`src/rtl/bic_pkg.sv`:
```
package bic_pkg;
  localparam int REGS_PER_BANK = 6;
  localparam int BANK_STRIDE   = REGS_PER_BANK * 4;

  typedef enum logic [2:0] {
    REG_STATUS = 3'd0,
    REG_ENABLE = 3'd1,
    REG_SET    = 3'd2,
    REG_CLEAR  = 3'd3,
    REG_POL    = 3'd4,
    REG_KIND   = 3'd5
  } reg_sel_e;
endpackage

```
`src/rtl/bic_addr_decode.sv`:
```
module bic_addr_decode
  import bic_pkg::*;
#(
  parameter int NUM_BANKS = 2,
  parameter int ADDR_W    = 8,
  parameter int BANK_W    = 1
) (
  input  logic [ADDR_W-1:0] addr_i,
  output logic              hit_o,
  output logic [BANK_W-1:0] bank_o,
  output reg_sel_e          sel_o
);
  logic [31:0] word_idx;
  logic [31:0] bank_num;
  logic [31:0] slot_num;

  always_comb begin
    word_idx = 32'(addr_i) >> 2;
    bank_num = word_idx / 32'(REGS_PER_BANK);
    slot_num = word_idx % 32'(REGS_PER_BANK);
    hit_o    = (addr_i[1:0] == 2'b00) && (bank_num < 32'(NUM_BANKS));
    bank_o   = BANK_W'(bank_num);
    sel_o    = reg_sel_e'(slot_num[2:0]);
  end
endmodule

```
`src/rtl/bic_bank_cfg.sv`:
```
module bic_bank_cfg
  import bic_pkg::*;
#(
  parameter int          DATA_W   = 32,
  parameter logic [31:0] POL_RST  = 32'hFFFF_FFFF,
  parameter logic [31:0] KIND_RST = 32'h0000_0000
) (
  input  logic              clk,
  input  logic              rst,
  input  logic              wr_hit,
  input  reg_sel_e          sel,
  input  logic [DATA_W-1:0] wdata,
  output logic [DATA_W-1:0] enable_q,
  output logic [DATA_W-1:0] pol_q,
  output logic [DATA_W-1:0] kind_q,
  output logic [DATA_W-1:0] set_mask,
  output logic [DATA_W-1:0] clr_mask
);
  always_ff @(posedge clk) begin
    if (rst) begin
      enable_q <= '0;
      pol_q    <= DATA_W'(POL_RST);
      kind_q   <= DATA_W'(KIND_RST);
    end else if (wr_hit) begin
      case (sel)
        REG_ENABLE: enable_q <= wdata;
        REG_POL:    pol_q    <= wdata;
        REG_KIND:   kind_q   <= wdata;
        default:    ;
      endcase
    end
  end

  always_comb begin
    set_mask = (wr_hit && sel == REG_SET)   ? wdata : '0;
    clr_mask = (wr_hit && sel == REG_CLEAR) ? wdata : '0;
  end
endmodule

```
`src/rtl/bic_trigger.sv`:
```
module bic_trigger #(
  parameter int DATA_W = 32
) (
  input  logic              clk,
  input  logic              rst,
  input  logic [DATA_W-1:0] src,
  input  logic [DATA_W-1:0] pol,
  input  logic [DATA_W-1:0] kind,
  input  logic [DATA_W-1:0] set_mask,
  input  logic [DATA_W-1:0] clr_mask,
  output logic [DATA_W-1:0] status,
  output logic [DATA_W-1:0] latch_q,
  output logic [DATA_W-1:0] evt
);
  logic [DATA_W-1:0] smp_q;
  logic [DATA_W-1:0] smp_prev_q;
  logic [DATA_W-1:0] active;
  logic [DATA_W-1:0] rise;
  logic [DATA_W-1:0] fall;

  always_ff @(posedge clk) begin
    if (rst) begin
      smp_q      <= '0;
      smp_prev_q <= '0;
    end else begin
      smp_q      <= src;
      smp_prev_q <= smp_q;
    end
  end

  // edges come from raw samples, so a polarity write alone cannot make one
  always_comb begin
    active = ~(smp_q ^ pol);
    rise   = smp_q & ~smp_prev_q;
    fall   = ~smp_q & smp_prev_q;
    evt    = kind & ((pol & rise) | (~pol & fall));
    status = (~kind & active) | latch_q;
  end

  always_ff @(posedge clk) begin
    if (rst) latch_q <= '0;
    else     latch_q <= (latch_q & ~clr_mask) | evt | set_mask;
  end
endmodule

```
`src/rtl/bank_irq_ctrl.sv`:
```
module bank_irq_ctrl
  import bic_pkg::*;
#(
  parameter int          NUM_BANKS      = 2,
  parameter int          ADDR_W         = 8,
  parameter int          DATA_W         = 32,
  parameter logic [31:0] BANK0_KIND_RST = 32'h0000_E000
) (
  input  logic                        clk,
  input  logic                        rst,
  input  logic                        wr_en,
  input  logic [ADDR_W-1:0]           addr,
  input  logic [DATA_W-1:0]           wdata,
  output logic [DATA_W-1:0]           rd_data,
  input  logic [NUM_BANKS*DATA_W-1:0] src_i,
  output logic [NUM_BANKS-1:0]        irq_o
);
  localparam int BANK_W = (NUM_BANKS > 1) ? $clog2(NUM_BANKS) : 1;

  logic              hit;
  logic [BANK_W-1:0] bank_idx;
  reg_sel_e          sel;

  logic [DATA_W-1:0] status_a [NUM_BANKS];
  logic [DATA_W-1:0] enable_a [NUM_BANKS];
  logic [DATA_W-1:0] pol_a    [NUM_BANKS];
  logic [DATA_W-1:0] kind_a   [NUM_BANKS];

  logic [NUM_BANKS*DATA_W-1:0] status_flat;
  logic [NUM_BANKS*DATA_W-1:0] enable_flat;
  logic [NUM_BANKS*DATA_W-1:0] latch_flat;
  logic [NUM_BANKS*DATA_W-1:0] evt_flat;
  logic [NUM_BANKS-1:0]        irq_next;

  bic_addr_decode #(
    .NUM_BANKS(NUM_BANKS), .ADDR_W(ADDR_W), .BANK_W(BANK_W)
  ) u_dec (
    .addr_i(addr), .hit_o(hit), .bank_o(bank_idx), .sel_o(sel)
  );

  for (genvar b = 0; b < NUM_BANKS; b++) begin : g_bank
    logic              wr_hit;
    logic [DATA_W-1:0] set_mask;
    logic [DATA_W-1:0] clr_mask;
    logic [DATA_W-1:0] latch_q;
    logic [DATA_W-1:0] evt;

    assign wr_hit = wr_en && hit && (bank_idx == BANK_W'(b));

    bic_bank_cfg #(
      .DATA_W(DATA_W),
      .POL_RST(32'hFFFF_FFFF),
      .KIND_RST((b == 0) ? BANK0_KIND_RST : 32'h0000_0000)
    ) u_cfg (
      .clk(clk), .rst(rst), .wr_hit(wr_hit), .sel(sel), .wdata(wdata),
      .enable_q(enable_a[b]), .pol_q(pol_a[b]), .kind_q(kind_a[b]),
      .set_mask(set_mask), .clr_mask(clr_mask)
    );

    bic_trigger #(.DATA_W(DATA_W)) u_trig (
      .clk(clk), .rst(rst),
      .src(src_i[b*DATA_W +: DATA_W]),
      .pol(pol_a[b]), .kind(kind_a[b]),
      .set_mask(set_mask), .clr_mask(clr_mask),
      .status(status_a[b]), .latch_q(latch_q), .evt(evt)
    );

    assign status_flat[b*DATA_W +: DATA_W] = status_a[b];
    assign enable_flat[b*DATA_W +: DATA_W] = enable_a[b];
    assign latch_flat[b*DATA_W +: DATA_W]  = latch_q;
    assign evt_flat[b*DATA_W +: DATA_W]    = evt;
    assign irq_next[b] = |(status_a[b] & enable_a[b]);
  end

  logic [DATA_W-1:0] rd_next;

  always_comb begin
    rd_next = '0;
    if (hit) begin
      case (sel)
        REG_STATUS: rd_next = status_a[bank_idx];
        REG_ENABLE: rd_next = enable_a[bank_idx];
        REG_POL:    rd_next = pol_a[bank_idx];
        REG_KIND:   rd_next = kind_a[bank_idx];
        default:    rd_next = '0;
      endcase
    end
  end

  always_ff @(posedge clk) begin
    if (rst) begin
      rd_data <= '0;
      irq_o   <= '0;
    end else begin
      rd_data <= rd_next;
      irq_o   <= irq_next;
    end
  end
endmodule

```
`config.mk`:
```
export PLATFORM = sky130hd
export DESIGN_NAME = bank_irq_ctrl
export DESIGN_NICKNAME = d
export VERILOG_FILES = /design/src/rtl/bic_pkg.sv /design/src/rtl/bic_addr_decode.sv /design/src/rtl/bic_bank_cfg.sv /design/src/rtl/bic_trigger.sv /design/src/rtl/bank_irq_ctrl.sv
export SDC_FILE = /design/constraint.sdc
export NUM_CORES = 1
export LEC_CHECK = 0
export BUFFER_PORTS_ARGS = -buffer_cell sky130_fd_sc_hd__clkbuf_2
export CAP_MARGIN = 20
export CELL_PAD_IN_SITES_DETAIL_PLACEMENT = 0
export CELL_PAD_IN_SITES_GLOBAL_PLACEMENT = 1
export CORE_UTILIZATION = 30
export CTS_CLUSTER_SIZE = 12
export DETAILED_ROUTE_END_ITERATION = 12
export PLACE_DENSITY_LB_ADDON = 0.1
export REMOVE_ABC_BUFFERS = 1
export SLEW_MARGIN = 0
export SYNTH_ARGS = -nofsm -noshare
export SYNTH_HDL_FRONTEND = slang
export SYNTH_HIERARCHICAL = 1
export SYNTH_SLANG_ARGS = --single-unit
```
`constraint.sdc`:
```
create_clock -name clk -period 4.47 [get_ports clk]
set_clock_uncertainty 0.15 [all_clocks]
set_input_delay 0.447 -clock clk [delete_from_list [all_inputs] [get_ports clk]]
set_output_delay 0.447 -clock clk [all_outputs]
set_load 0.005 [all_outputs]
```
**Yosys cells after proc, flatten, opt, wreduce, memory -nomap -nowiden**

Index checks and enable logic that the tools add are counted.

- Divide/modulo/power cells: 2
- Order comparisons: 2
- Equal/unequal tests: 5
- Mux-type cells: 17
- Bitwise gates (word level): 41
- Reductions and logical operators: 19

Operators by type and width:

| cell | count |
|---|---|
| $and A32 B32 Y32 | 16 |
| $mux W32 | 16 |
| $not A32 Y32 | 12 |
| $or A32 B32 Y32 | 8 |
| $pmux W32 S4 | 1 |
| $reduce_or A32 Y1 | 2 |
| $xor A32 B32 Y32 | 2 |
| $div A6 B3 Y32 const B | 1 |
| $lt A32 B2 Y1 const B | 1 |
| $mod A6 B3 Y32 const B | 1 |
| $reduce_and A2 Y1 | 6 |
| $logic_and A1 B1 Y1 | 8 |
| $eq A3 B2 Y1 const B | 2 |
| $eq A3 B3 Y1 const B | 2 |
| $eq A3 B1 Y1 const B | 1 |
| $logic_not A3 Y1 | 1 |
| $ge A2 B2 Y1 const B | 1 |
| $logic_not A2 Y1 | 1 |
| $not A1 Y1 | 2 |
| $not A1 Y2 | 1 |
| $reduce_or A2 Y1 | 1 |

- Register bits: 418
- Input bits: 107
- Output and inout bits: 34

**Depth between registers and ports, before layout**

Gate-level depths: netlist of the first run.

- Depth in word-level cells: 11
- Depth in mapped cells: 16
- Gate-level depth less buffers: 11

**Modules after synthesis**

The synthesis of the first run kept the hierarchy.

By module, submodules not included:

| module | instances | cells each | area each (um^2) |
|---|---|---|---|
| bic_trigger | 2 | 426 | 4506.8 |
| bic_bank_cfg (g_bank[1].u_cfg) | 1 | 457 | 4425.5 |
| bic_bank_cfg (g_bank[0].u_cfg) | 1 | 457 | 4418.0 |
| bank_irq_ctrl | 1 | 342 | 3186.8 |
| bic_addr_decode | 1 | 39 | 290.3 |

**Worst setup path before layout of the first run**

Ideal clock, no wire load.

- Kind: input-to-reg
- From: in addr[6]
- To: reg g_bank[1].u_trig.latch_q[10]
- Setup time: 0.132 ns
- Arrival time: 3.660 ns
- Path slack: 0.528 ns
- Cell stages on the path: 16
- Path buffers: 5
- Path through: dlygate4sd3_1 -> ha_1 -> and3b_1 -> or3b_4 -> nand2_1 -> nand2_1 -> o2111ai_1 -> buf_2 -> buf_4 -> buf_2 -> and3_1 -> and4b_1 -> clkbuf_1 -> and2_1 -> nand2b_1 -> a41oi_2

- Longest elaborated chain between the ends: 11
- Elaborated cells between the ends (all ways): 16
- Those cells by class: 2 x div; 1 x order compare; 2 x eq/ne; 2 x mux; 4 x bitwise; 5 x reduce/logical

RTL lines:

| element | line | RTL |
|---|---|---|
| start: declaration | bank_irq_ctrl.sv:12 | `input logic [ADDR_W-1:0] addr,` |
| $div A6 B3 Y32 (*) | bic_addr_decode.sv:19 | `bank_num = word_idx / 32'(REGS_PER_BANK);` |
| via bank_idx | bank_irq_ctrl.sv:21 | `logic [BANK_W-1:0] bank_idx;` |
| $lt A32 B2 Y1 | bic_addr_decode.sv:21 | `hit_o = (addr_i[1:0] == 2'b00) && (bank_num < 32'(NUM_BANKS));` |
| $logic_and A1 B1 Y1 | bic_addr_decode.sv:21 |  |
| $logic_and A1 B1 Y1 | bank_irq_ctrl.sv:48 | `assign wr_hit = wr_en && hit && (bank_idx == BANK_W'(b));` |
| $logic_and A1 B1 Y1 (*) | bank_irq_ctrl.sv:48 |  |
| via g_bank[1].wr_hit | bank_irq_ctrl.sv:42 | `logic wr_hit;` |
| $logic_and A1 B1 Y1 (*) | bic_bank_cfg.sv:36 | `clr_mask = (wr_hit && sel == REG_CLEAR) ? wdata : '0;` |
| $mux W32 (*) | bic_bank_cfg.sv:36 |  |
| via g_bank[1].clr_mask[10] | bank_irq_ctrl.sv:44 | `logic [DATA_W-1:0] clr_mask;` |
| $not A32 Y32 (*) | bic_trigger.sv:42 | `else latch_q <= (latch_q & ~clr_mask) \| evt \| set_mask;` |
| $and A32 B32 Y32 (*) | bic_trigger.sv:42 |  |
| $or A32 B32 Y32 (*) (2 in a row) | bic_trigger.sv:42 |  |
| end signal: assignment | bic_trigger.sv:42 |  |
| end: declaration | bic_trigger.sv:12 | `output logic [DATA_W-1:0] latch_q,` |

Mark *: on every way through the listed nets, which the timed path passes. The rest lies on a longest branch.
A chain may end at the register's enable or synchronous reset.

**Worst setup path after layout of the first run**

- From: in addr[7]
- To: reg rd_data[27]

- Elaborated cells between the ends (all ways): 24
- Those cells by class: 2 x div; 1 x order compare; 3 x eq/ne; 13 x mux; 2 x bitwise; 3 x reduce/logical

RTL lines:

| element | line | RTL |
|---|---|---|
| $mod A6 B3 Y32 (*) | bic_addr_decode.sv:20 | `slot_num = word_idx % 32'(REGS_PER_BANK);` |
| via sel[2] | bank_irq_ctrl.sv:22 | `reg_sel_e sel;` |
| $eq A3 B3 Y1 (tied with other cells) | bank_irq_ctrl.sv:80 | `case (sel)` |
| $pmux W32 S4 (*) | bank_irq_ctrl.sv:80 |  |
| end signal: assignment | bank_irq_ctrl.sv:95 | `rd_data <= rd_next;` |
| end: declaration | bank_irq_ctrl.sv:14 | `output logic [DATA_W-1:0] rd_data,` |

Mark *: on every way through the listed nets, which the timed path passes. The rest lies on a longest branch. The select of a mux whose other input is x is not followed.

==> metrics, run 1 <==
outcome finished, final reports clean; Vias/cell between 4 and 5; RSZ-0062 raised after global routing no; register area between 0.008 and 0.009 mm2; Crit. End Element register; hold endpoint g_bank[0].u_cfg/enable_q[14]; clock slew at reported path FFs 0.06 ns; worst slew pin tran about 0.8 ns; minimum clock period roughly 3.2 ns; HP Class in -> reg; Clock Path Buffers 3; filler cell count about 6.9k; wire per inst between 15 and 20 um; RR Endpoint irq_o[1]; drt initial violations 721; H-tree Lvls 2; Reg2Reg Setup Slack about 2.4 ns; hold depth 3; Arr. time, crit path 3.58 ns; gr ovfl total 0; crit path max fanout 18; Sequential Power Share 0.438; CP Class in -> reg; Routed Wire Length about 63,000 um; Mean Syn Cell Area between 10 and 15 um2; Fin Hold WS around 0.055 ns; Hold Crit Start wdata[14]; placed instance area about 0.023 mm2; CP Cell Sequence clkbuf_2 > ha_1 > and3b_1 > or3b_4 > a21boi_2 > and2_1 > o32a_2 > or3b_1 > buf_4 > o22ai_1 > o21a_1; ANT nets after route 0; Multi-input gate area about 0.012 mm2; RR Startpoint g_bank[1].u_cfg/pol_q[19]; Net Sw Power approximately 2.2 mW; first-pass GRT wire length around 95,000 um; CTS resizes 0; initial antenna violation count 2; Ports between 100 and 150; Worst IR Drop VDD approximately 0.3 mV; Post-route DRC 0; die footprint 0.07138 mm2; Final Cycle Share 0.7180; final hold vios 0; row cnt 96; synthesized area between 0.02 and 0.025 mm2; Final Instance Area approximately 0.025 mm2; combinational share of power 0.083; Nets around 2.4k; Startpoint Class primary input; layout cells sized above 1 0.1465; Setup TNS 0 ns; initial cell density of the core 0.3054; die outline width roughly 270 um; number of global-route vias before repair between 15k and 20k; Pint approximately 6.6 mW; Synth warnings 6; DR vias between 15k and 20k; CTS root buffer clkbuf_16; Post-CTS Setup Inserts 0; maxcap violations 0; CTS tree yes; total core area slightly below 0.07 mm2; Die Span Y between 200 and 300 um; Worst R2R Path Depth 5; clk sinks 418; GPL Wtd Cong approximately 0.73; relative slew slack 0.4645; DP HPWL about 41,000 um; worst slack, placed roughly 0.65 ns; switching share of power 0.2470; worst endpoint required time about 4.8 ns; PD cells 352.1 mW/mm2; TritonCTS Buffers 53; Clock Power Share 0.479; largest net degree at the start of global routing around 130; Slowest Stage Delay on Critical Path just under 0.7 ns; clock insertion delay at the later pin of the skew report approximately 0.6 ns; final setup vio count 0; P_leak about 9.2 nW; Syn-to-layout area delta 18.12%; Power Total a little under 9 mW; Final WS setup 1.261 ns; total track usage 0.1753; I/O Buffers 140; Slew Viols, Final 0; Initial DRT Pass Iterations 5; Max Fclk about 310 MHz; synthesized instance count roughly 2.1k; critical path's slowest cell or3b_1; Hold-fix buffers, CTS 64
## how the worst max path moves through the flow
stage,slack (ns),to,cells after the start,from
CTS,1.29,g_bank[1].u_trig/latch_q[28],11,addr[7]
floorplan,-8.54,g_bank[0].u_cfg/kind_q[0],8,addr[7]
global placement,0.75,rd_data[27],12,addr[7]
detailed placement,0.65,g_bank[1].u_trig/latch_q[28],11,addr[7]
global route,1.11,g_bank[0].u_trig/latch_q[31],12,addr[7]
finish,1.26,rd_data[27],11,addr[7]
## critical path: cells and delay by family
| family | cells | cell delay [ns] |
|---|---|---|
| and+or+nand+nor | 4 | 1.43 |
| AOI/OAI and AO/OA | 4 | 0.86 |
| buffers and inverters | 2 | 0.50 |
| adders and majority gates | 1 | 0.33 |
## sequential cells by signal (all words and copies together) (netlist names)
name,cells
g_bank.u_trig/smp_q,64
irq_o,2
rd_data,32
g_bank.u_cfg/enable_q,64
g_bank.u_cfg/pol_q,64
g_bank.u_trig/smp_prev_q,64
g_bank.u_cfg/kind_q,64
g_bank.u_trig/latch_q,64
## power by group through the flow
| stage | sequential, mW | combinational (mW) | clock (mW) |
|---|---|---|---|
| after floorplan | 3.90 | 0.532 | 0 |
| after detailed placement | 3.92 | 0.695 | 0 |
| after global placement | 3.92 | 0.687 | 0 |
| after global routing | 3.85 | 0.789 | 4.51 |
| after CTS | 3.84 | 0.741 | 4.35 |
| final | 3.84 | 0.731 | 4.20 |
## area by class of cell
class / instances / share of cell area
Clock buffer: 74 / 0.06006
Inverter: 67 / 0.01009
Multi-Input combinational cell: 1474 / 0.4678
Tap cell: 931 / 0.04675
Clock inverter: 19 / 0.007432
Timing Repair Buffer: 241 / 0.07191
Sequential cell: 418 / 0.3358
Antenna cell: 1 / 0.0001004
## layer usage
layer  global-route usage  share of wire
met5                    0        0.00014
met4              0.05312          0.025
met3              0.02529          0.032
met2               0.2938           0.47
met1               0.2312           0.48
## placed cells by master, fill, tap and decap left out, types with 13 or more instances in the layout
master           n
a22oi_1         32
a41oi_2         60
and2_1         129
buf_12          13
buf_4           24
clkbuf_1        13
clkbuf_16       54
clkbuf_2       139
clkinv_2        14
dfxtp_1        418
dlygate4sd3_1   64
inv_1           67
mux2i_1        320
nand2b_1       255
nand4b_1        66
nand4bb_1       66
nor2_1         136
nor2b_1        128
o21a_1          32
o21bai_1        64
o22ai_1         65
xor2_1          64
## metrics by stage
step,instances,util
floorplan,1959,-
detailed placement,3067,0.3271
finish,3225,0.3608
CTS,3224,0.3607
global placement,3067,0.3271
global route,3224,0.3607
Power figures use the tool's default switching activity.
==> run 2: changes to the inputs <==
Settings changed: ABC_AREA set to 1.
Clock period 4.47 ns to 2.7 ns, I/O delays scaled along.
==> metrics, run 2 <==
RSZ-0062 raised after global routing yes; die footprint 0.06975 mm2; Critical Path Source addr[7]; HP Class in -> reg; initial cell density of the core 0.3052; outcome finished, final reports clean; register area around 0.0084 mm2; Startpoint Class primary input; H-tree Lvls 2; Hold Crit Start addr[0]; total track usage 0.2222; total core area ~0.068 mm2; clock slew at reported path FFs ~0.060 ns; CTS root buffer clkbuf_16; I/O Buffers 140; final std cells w/o fill about 4.5k; met3 wire length ~3200 um; Post-route DRC 0; worst slew pin tran about 0.7 ns; DP HPWL 51,200 um; relative slew slack 0.5266; Arr. time, crit path roughly 3 ns; maxcap violations 0; met2 wire len around 37,000 um; final hold vios 0; Routed Wire Length ~79,000 um; wire per inst 17.58 um; Slew Viols, Final 0; gr ovfl total 0; P_leak 12.69 nW; GPL Wtd Cong about 0.82; worst endpoint required time roughly 3 ns; Final WS setup approximately 0.038 ns; die outline width around 260 um; Max Fclk about 380 MHz; Mean Syn Cell Area approximately 6.3 um2; layout cells sized above 1 0.1232; Nets roughly 3.7k; initial antenna violation count 0; Die Span Y between 200 and 300 um; Initial DRT Pass Iterations 5; Syn-to-layout area delta 28.22%; minimum clock period between 2 and 3 ns; synthesized area around 0.021 mm2; Setup TNS 0 ns; RR Startpoint g_bank[0].u_cfg/pol_q[7]; Crit. End Element register; Top Metal Used met4; worst slack, placed -0.5373 ns; final setup vio count 0; Final Cycle Share 0.9860; Worst IR Drop VDD ~0.5 mV; synthesized instance count around 3.3k; crit path max fanout 6; DR vias 20.74k; most frequent cells in the layout nand2_1 (1,024), nor2_1 (690), dfxtp_1 (418), inv_1 (333), nand3_1 (324); ANT nets after route 0; row cnt 95; Ports about 140; DRT met1 WL between 30,000 and 40,000 um; Synth warnings 6; Vias/cell 4.633; filler cell count just over 7k; drt initial violations approximately 1.3k; Multi-input gate area ~0.010 mm2; clk sinks about 420; first-pass GRT wire length between 100,000 and 150,000 um; PD cells between 600 and 700 mW/mm2; Inst Count DP between 4k and 5k; CP Class in -> reg; TritonCTS Buffers 52; Power Total around 16 mW; CTS tree yes; Clock Path Buffers 3; commonest non-fill, non-tap cell in the layout nand2_1; largest net degree at the start of global routing 68; number of global-route vias before repair approximately 20k; clock insertion delay at the later pin of the skew report 0.61 ns
==> run 2: per-stage QoR <==
stage               cell area [um2]    util  hold slack, ns
floorplan                     19800       -          0.1854
global placement              23340  0.3457          0.2950
detailed placement            23340  0.3457          0.3001
CTS                           26150  0.3873          0.1490
global route                  26420  0.3913          0.1806
finish                        26420  0.3914          0.1721
==> run 2: area by class of cell <==
class | instances | area share
antenna | 1 | 0.00009470
clock buffer | 76 | 0.05881
clock inverter | 20 | 0.01009
inverter | 344 | 0.04906
multi-input combinational | 2370 | 0.3923
sequential | 418 | 0.3167
tap | 873 | 0.04134
timing repair buffer | 375 | 0.1317
==> run 2: worst paths after layout <==
kind | end | depth (start not counted) | slack [ns]
setup reg to reg | irq_o[0] | 8 | 0.50
hold reg to reg | g_bank[0].u_trig/smp_prev_q[30] | 2 | 0.31
setup / recovery | g_bank[0].u_trig/latch_q[23] | 26 | 0.04
hold / removal | rd_data[23] | 6 | 0.17
==> run 2: metal layers <==
metal  vias up  global-route usage
li1      10570                   -
met1      9657              0.3033
met2       429              0.3745
met3        88             0.02340
met4         0             0.05091
met5         -                   0
==> run 2: critical path, cell delays in order <==
cell	delay (ns)
clkbuf_2	0.11
ha_4	0.23
inv_1	0.05
nand2_1	0.05
nand2_2	0.10
nand3_4	0.09
nand2_2	0.07
nand2_2	0.06
nor2_4	0.09
nand2_2	0.06
buf_4	0.13
nand2_2	0.06
buf_4	0.11
nand2_2	0.05
nand2_1	0.05
nand2_1	0.07
nand2_2	0.09
nand2_4	0.09
buf_12	0.16
nor2_4	0.15
nand3_4	0.21
clkbuf_16	0.27
nor2_1	0.10
nor2_1	0.05
nor2_1	0.10
a21oi_1	0.08
==> run 2: timing repair <==
item / 4_1_cts / 5_1_grt
resized for setup: 0 / 29
hold buffers: 99 / 0
setup buffers: 0 / 5
hold endpoints to repair: 234 / 0
setup endpoints to repair: 0 / 100
==> run 2: report_power, final <==
| group | internal [mW] | total (mW) | switching, mW |
|---|---|---|---|
| registers | 6.28 | 6.37 | 0.0941 |
| logic | 0.794 | 2.15 | 1.36 |
| clock network | 4.55 | 7.44 | 2.89 |
| total | 11.6 | 16.0 | 4.35 |
